--- config.mk ---
export PLATFORM = sky130hd
export DESIGN_NAME = sdes_bitslip_rx
export DESIGN_NICKNAME = d
export VERILOG_FILES = /design/src/rtl/sdes_pkg.sv /design/src/rtl/sdes_shift_lane.sv /design/src/rtl/sdes_slip_ctrl.sv /design/src/rtl/sdes_bitslip_rx.sv
export SDC_FILE = /design/constraint.sdc
export NUM_CORES = 1
export LEC_CHECK = 0
export BUFFER_PORTS_ARGS = -buffer_cell sky130_fd_sc_hd__buf_2
export CAP_MARGIN = 20
export CORE_UTILIZATION = 50
export CTS_CLUSTER_SIZE = 28
export DETAILED_ROUTE_END_ITERATION = 12
export PLACE_DENSITY_LB_ADDON = 0.05
export RECOVER_POWER = 50
export SLEW_MARGIN = 15
export SYNTH_ARGS = -nofsm -noshare
export SYNTH_HDL_FRONTEND = slang
export SYNTH_SLANG_ARGS = --single-unit
--- constraint.sdc ---
create_clock -name clk -period 2.5 [get_ports clk]
set_clock_uncertainty 0.05 [all_clocks]
set_input_delay 0.125 -clock clk [delete_from_list [all_inputs] [get_ports clk]]
set_output_delay 0.125 -clock clk [all_outputs]
set_load 0.01 [all_outputs]
--- src/rtl/sdes_pkg.sv ---
package sdes_pkg;

  // Effective slips per rollover: out-of-range requests fall back to the word width.
  function automatic int eff_roll(input int req, input int depth);
    return (req < 1 || req > depth) ? depth : req;
  endfunction

  // Extra hold that returns a lane to its zero-slip bit phase.
  function automatic int restore_hold(input int slips, input int depth);
    return (depth - slips) % depth;
  endfunction

endpackage

--- src/rtl/sdes_shift_lane.sv ---
module sdes_shift_lane #(
  parameter int WORD_W = 4,
  parameter int HOLD_W = $clog2(WORD_W)
) (
  input  logic              clk,
  input  logic              rst_n,
  input  logic              bit_en,
  input  logic              ser_bit,
  input  logic              slip_take,
  input  logic [HOLD_W-1:0] slip_hold,
  output logic              at_bound,
  output logic              emit_now,
  output logic              word_vld,
  output logic [WORD_W-1:0] word
);

  localparam logic [HOLD_W-1:0] LAST = HOLD_W'(WORD_W - 1);

  logic [HOLD_W-1:0] cnt_q, cnt_d;
  logic [WORD_W-1:0] sh_q, sh_d;
  logic [WORD_W-1:0] word_q, word_d;
  logic              vld_q, vld_d;
  logic              hold_now;

  always_comb begin
    at_bound = bit_en && (cnt_q == LAST);
    hold_now = slip_take && (slip_hold != '0);
    emit_now = at_bound && !hold_now;
    sh_d     = sh_q;
    cnt_d    = cnt_q;
    if (bit_en) begin
      sh_d = {sh_q[WORD_W-2:0], ser_bit};
      if (at_bound) begin
        cnt_d = hold_now ? HOLD_W'(WORD_W - int'(slip_hold)) : '0;
      end else begin
        cnt_d = cnt_q + HOLD_W'(1);
      end
    end
    word_d = emit_now ? sh_d : word_q;
    vld_d  = emit_now;
  end

  always_ff @(posedge clk or negedge rst_n) begin
    if (!rst_n) begin
      cnt_q  <= '0;
      sh_q   <= '0;
      word_q <= '0;
      vld_q  <= 1'b0;
    end else begin
      cnt_q  <= cnt_d;
      sh_q   <= sh_d;
      word_q <= word_d;
      vld_q  <= vld_d;
    end
  end

  assign word     = word_q;
  assign word_vld = vld_q;

endmodule

--- src/rtl/sdes_slip_ctrl.sv ---
module sdes_slip_ctrl
  import sdes_pkg::*;
#(
  parameter int WORD_W = 4,
  parameter int HOLD_W = $clog2(WORD_W),
  parameter int ROLL_W = $clog2(WORD_W + 1)
) (
  input  logic              clk,
  input  logic              arst_n,
  input  logic              align,
  input  logic [ROLL_W-1:0] roll_req,
  input  logic              at_bound,
  input  logic              emit_now,
  output logic              slip_take,
  output logic [HOLD_W-1:0] slip_hold,
  output logic              roll_flag
);

  logic              align_q;
  logic              pend_q, pend_d;
  logic [ROLL_W-1:0] scnt_q, scnt_d;
  logic              rnew_q, rnew_d;
  logic              flag_q, flag_d;
  logic              restore;
  logic              rise;
  int                r_eff;

  always_comb begin
    r_eff     = eff_roll(int'(roll_req), WORD_W);
    restore   = int'(scnt_q) >= r_eff;
    slip_take = at_bound && pend_q;
    slip_hold = restore ? HOLD_W'(restore_hold(int'(scnt_q), WORD_W)) : HOLD_W'(1);
    rise      = align && !align_q;

    pend_d = slip_take ? 1'b0 : (rise ? 1'b1 : pend_q);

    rnew_d = emit_now ? 1'b0 : rnew_q;
    flag_d = emit_now ? rnew_q : flag_q;
    scnt_d = scnt_q;
    if (slip_take) begin
      if (restore) begin
        scnt_d = '0;
      end else begin
        scnt_d = scnt_q + ROLL_W'(1);
        if (int'(scnt_q) + 1 == r_eff) rnew_d = 1'b1;
      end
    end
  end

  always_ff @(posedge clk or negedge arst_n) begin
    if (!arst_n) begin
      align_q <= 1'b0;
      pend_q  <= 1'b0;
      scnt_q  <= '0;
      rnew_q  <= 1'b0;
      flag_q  <= 1'b0;
    end else begin
      align_q <= align;
      pend_q  <= pend_d;
      scnt_q  <= scnt_d;
      rnew_q  <= rnew_d;
      flag_q  <= flag_d;
    end
  end

  assign roll_flag = flag_q;

endmodule

--- src/rtl/sdes_bitslip_rx.sv ---
module sdes_bitslip_rx #(
  parameter int NUM_CH = 3,
  parameter int WORD_W = 4,
  parameter int ROLL_W = $clog2(WORD_W + 1)
) (
  input  logic                     clk,
  input  logic                     rst_n,
  input  logic                     bit_en,
  input  logic [NUM_CH-1:0]        ser_in,
  input  logic [NUM_CH-1:0]        align,
  input  logic [NUM_CH-1:0]        realign_rst_n,
  input  logic [ROLL_W-1:0]        roll_cnt,
  output logic [NUM_CH*WORD_W-1:0] par_out,
  output logic [NUM_CH-1:0]        word_vld,
  output logic [NUM_CH-1:0]        roll_flag
);

  localparam int HOLD_W = $clog2(WORD_W);

  logic [NUM_CH-1:0] ch_rst_n;
  logic [NUM_CH-1:0] at_bound;
  logic [NUM_CH-1:0] emit_now;
  logic [NUM_CH-1:0] slip_take;
  logic [HOLD_W-1:0] slip_hold [NUM_CH];

  for (genvar i = 0; i < NUM_CH; i++) begin : g_ch
    assign ch_rst_n[i] = rst_n & realign_rst_n[i];

    sdes_shift_lane #(
      .WORD_W (WORD_W),
      .HOLD_W (HOLD_W)
    ) u_lane (
      .clk       (clk),
      .rst_n     (rst_n),
      .bit_en    (bit_en),
      .ser_bit   (ser_in[i]),
      .slip_take (slip_take[i]),
      .slip_hold (slip_hold[i]),
      .at_bound  (at_bound[i]),
      .emit_now  (emit_now[i]),
      .word_vld  (word_vld[i]),
      .word      (par_out[i*WORD_W +: WORD_W])
    );

    sdes_slip_ctrl #(
      .WORD_W (WORD_W),
      .HOLD_W (HOLD_W),
      .ROLL_W (ROLL_W)
    ) u_slip (
      .clk       (clk),
      .arst_n    (ch_rst_n[i]),
      .align     (align[i]),
      .roll_req  (roll_cnt),
      .at_bound  (at_bound[i]),
      .emit_now  (emit_now[i]),
      .slip_take (slip_take[i]),
      .slip_hold (slip_hold[i]),
      .roll_flag (roll_flag[i])
    );
  end

endmodule

==> flow_summary_export.csv <==
group,metric,value,unit
yosys,syn_area,2710,µm²
yosys,synth_warnings,0,
job,cap_violations,0,
drt,totalWireLength,4690,µm
global_routing,gr-usage-met1,23.6,%
worst_setup_path,rrSetupSlack,0.18,ns
global_routing,antenna_found_initial,0,
global_routing,grt_pass1_vias,1701,
worst_setup_path,max_stage_delay,0.43,ns
global_routing,grt_usage,18.5,%
yosys,synth.top_cells.by_count,"dfrtp_1, nand2_1, nor2_1",
worst_setup_path,crit_family,"compound AO/OA/AOI/OAI gates",
global_routing,grt_use_met2,31.5,%
sta,slew_headroom,34.6,%
yosys,synth.most_common_cell,"dfrtp_1",
yosys,synth-async-reset-ratio,100,%
sta,tns,0,ns
run_status,status,"finished clean",
pwr,power_frac_clock,17.3,%
yosys,synth_top_area_share,50.0,%
clock_network,clock_tree.buffer_depth,2,
clock_network,cts-root-buf,"clkbuf_8",
place,port_buffers,32,
pwr,peakVddDrop,0.630,mV
finish,nets,312,
clock_network,cts_setup_buffers,0,
drt,wire_per_inst,13.2,µm
yosys,seq_area_frac_synth,50.0,%
global_routing,grt_pass1_wl,7840,µm
sta,final.period_utilization,93.0,%
floorplanning,ios,33,
global_routing,top_usage_layer,"met2",
drt,dr.pass1.iters,4,
yosys,synthTopCellsByArea,"dfrtp_1, mux2_1, ha_1",
clock_network,cts_buffers,5,
sta,fin_crit,2.32,ns
pwr,pwr-share-seq,43.2,%
finish,layout-drive-gt1-share,17.5,%
worst_setup_path,cp-startpoint,"g_ch[0].u_slip.scnt_q[1]",
sta,hold_ws,0.0132,ns
clock_network,clkLatencyLatePin,0.30,ns
yosys,synth_seq_cells,54,
clock_network,cts_tree,"done",
yosys,synth-edff-count,0,
pwr,p_int,2100,µW
worst_setup_path,r2r_end,"g_ch[0].u_lane.word[2]",
yosys,synth.avg_cell_area,11.0,µm²
yosys,synthesis.nets,272,
sta,fmaxAchievable,430,MHz
finish,antenna_cells,0,
worst_setup_path,start_kind,"flip-flop",
clock_network,htreeDepth,2,
global_routing,grt_max_degree,20,
sta,hold_viol_final,0,
worst_setup_path,slowest_stage,"dfrtp_1",
worst_setup_path,endpoint_kind,"flip-flop",
worst_setup_path,path_class,"reg2reg",
yosys,synth_top_area_cell,"dfrtp_1",
yosys,synth_flop_cell,"dfrtp_1",
sta,setup_viol,0,
finish,areaGrowthSynthToFinish,13.6,%
worst_setup_path,arrival,2.47,ns
worst_setup_path,cp_data_required_time,2.64,ns
pwr,sw_frac_of_total,36.4,%
pwr,combPwrFrac,39.5,%
drt,avgViaCountPerCell,5.28,
pwr,power_density,1070,nW/µm²
drt,drc,0,
sta,finalMaxSlewViolations,0,
drt,drt_iter0_drc,66,
drt,routed-via-count,1881,
hold_path,min_path_cells,2,
global_routing,gr-total-overflow,0,
place,place.gp.congestion,0.808,
worst_setup_path,critPathMaxFanout,7,
worst_setup_path,crit_path_frequent_cell,"ha_1",
worst_setup_path,r2r-start,"g_ch[0].u_slip.scnt_q[1]",
sta,rsz0062_at_grt,"no",
hold_path,holdPathEnd,"g_ch[2].u_lane.sh_q[0]",
pwr,p_sw,1200,µW
place,place_hpwl,3450,µm
worst_setup_path,rr_worst_depth,8,
floorplanning,start_util,52.3,%
global_routing,use_met3,4.23,%
floorplanning,std_cell_rows,26,
worst_setup_path,cp_cell_sequence,"ha_1, a211oi_2, nor3_2, nand2_1, ha_1, inv_2, a211oi_4, mux2_2",
yosys,synth_cells,245,
floorplanning,die_area,5710,µm²
worst_setup_path,crit_buf_inv,1,
worst_setup_path,cp_num_cells,8,
clock_network,clk_pin_slew,0.09,ns
yosys,synth.distinct_cells,48,
clock_network,cts_sinks,54,
hold_path,hp-start,"ser_in[2]",
hold_path,hold_class,"in2reg",
drt,antenna_left,0,
floorplanning,core,5170,µm²
floorplanning,fp.dieH,75.6,µm
sta,max_slew.worst_pin.slew,0.981,ns
floorplanning,fp.dieW,75.6,µm
pwr,leakage,0.00133,µW
## logic make-up after synthesis
group | share of synthesized area, %
AND/OR/NAND/NOR | 12.3
flip-flops | 50.0
AO/OA/AOI/OAI | 14.9
adder cells (fa/ha/maj) | 5.55
buffers and inverters | 4.63
XOR/XNOR | 0.972
multiplexers | 11.7
## metrics by stage
step | utilization [%] | area, µm² | total power [µW] | instances | worst slack [ns]
2_1_floorplan | - | 2710 | 2440 | 245 | 0.351
3_3_place_gp | 56.4 | 2920 | 2750 | 341 | 0.0967
3_5_place_dp | 56.4 | 2920 | 2770 | 341 | 0.0476
4_1_cts | 59.9 | 3100 | 3360 | 356 | 0.108
5_1_grt | 59.4 | 3070 | 3580 | 356 | 0.0112
6_report | 59.4 | 3070 | 3300 | 356 | 0.176
## layer usage
metal	routed length, µm	vias up
li1	-	943
met1	2190	904
met2	2290	30
met3	171	4
met4	38	0
met5	0	-
## layout make-up
type	count	area, µm²
clock inverter	2	37.5
timing repair buffer	45	239
tap	70	87.6
sequential	54	1350
multi-input combinational	167	1240
fill	459	2100
clock buffer	6	72.6
inverter	12	45.0
## what timing repair did
action,4_1_cts,5_1_grt
endpoints found under the hold margin,39,0
hold buffers,7,0
setup endpoints to repair,0,6
gates resized for setup,0,2
## flip-flops by register name, summed over array words and instances (netlist names)
signal	count
g_ch.u_slip.pend_q	3
g_ch.u_lane.word_vld	3
g_ch.u_slip.scnt_q	9
g_ch.u_slip.align_q	3
g_ch.u_lane.sh_q	12
g_ch.u_slip.roll_flag	3
g_ch.u_slip.rnew_q	3
g_ch.u_lane.word	12
g_ch.u_lane.cnt_q	6
## placed cells by master, fill, tap and decap left out, types with 8 or more instances in the layout
master	Yosys	layout
ha_1	12	12
nand2_1	19	19
mux2_1	15	15
inv_1	10	10
nor2_1	18	18
buf_2	4	9
a21oi_1	11	11
o21ai_1	12	12
o21ai_0	8	8
nand3_1	9	9
dfrtp_1	54	54
clkbuf_1	1	26
mux2_2	13	13
## power groups by stage
stage | clock [µW] | combinational, µW | sequential, µW
finish | 572 | 1310 | 1430
detailed placement | 0 | 1330 | 1440
CTS | 588 | 1350 | 1420
floorplan | 0 | 1000 | 1430
global placement | 0 | 1310 | 1430
global route | 616 | 1480 | 1480
## worst max-delay path by stage
| stage | endpoint | slack, ns |
|---|---|---|
| 5_1_grt | g_ch[0].u_lane.word[2] | 0.01 |
| 2_1_floorplan | g_ch[0].u_lane.word[0] | 0.35 |
| 3_3_place_gp | g_ch[0].u_lane.word[0] | 0.1 |
| 6_report | g_ch[0].u_lane.word[2] | 0.18 |
| 4_1_cts | g_ch[0].u_slip.roll_flag | 0.11 |
| 3_5_place_dp | g_ch[0].u_lane.word[2] | 0.05 |
Power figures use the tool's default switching activity.
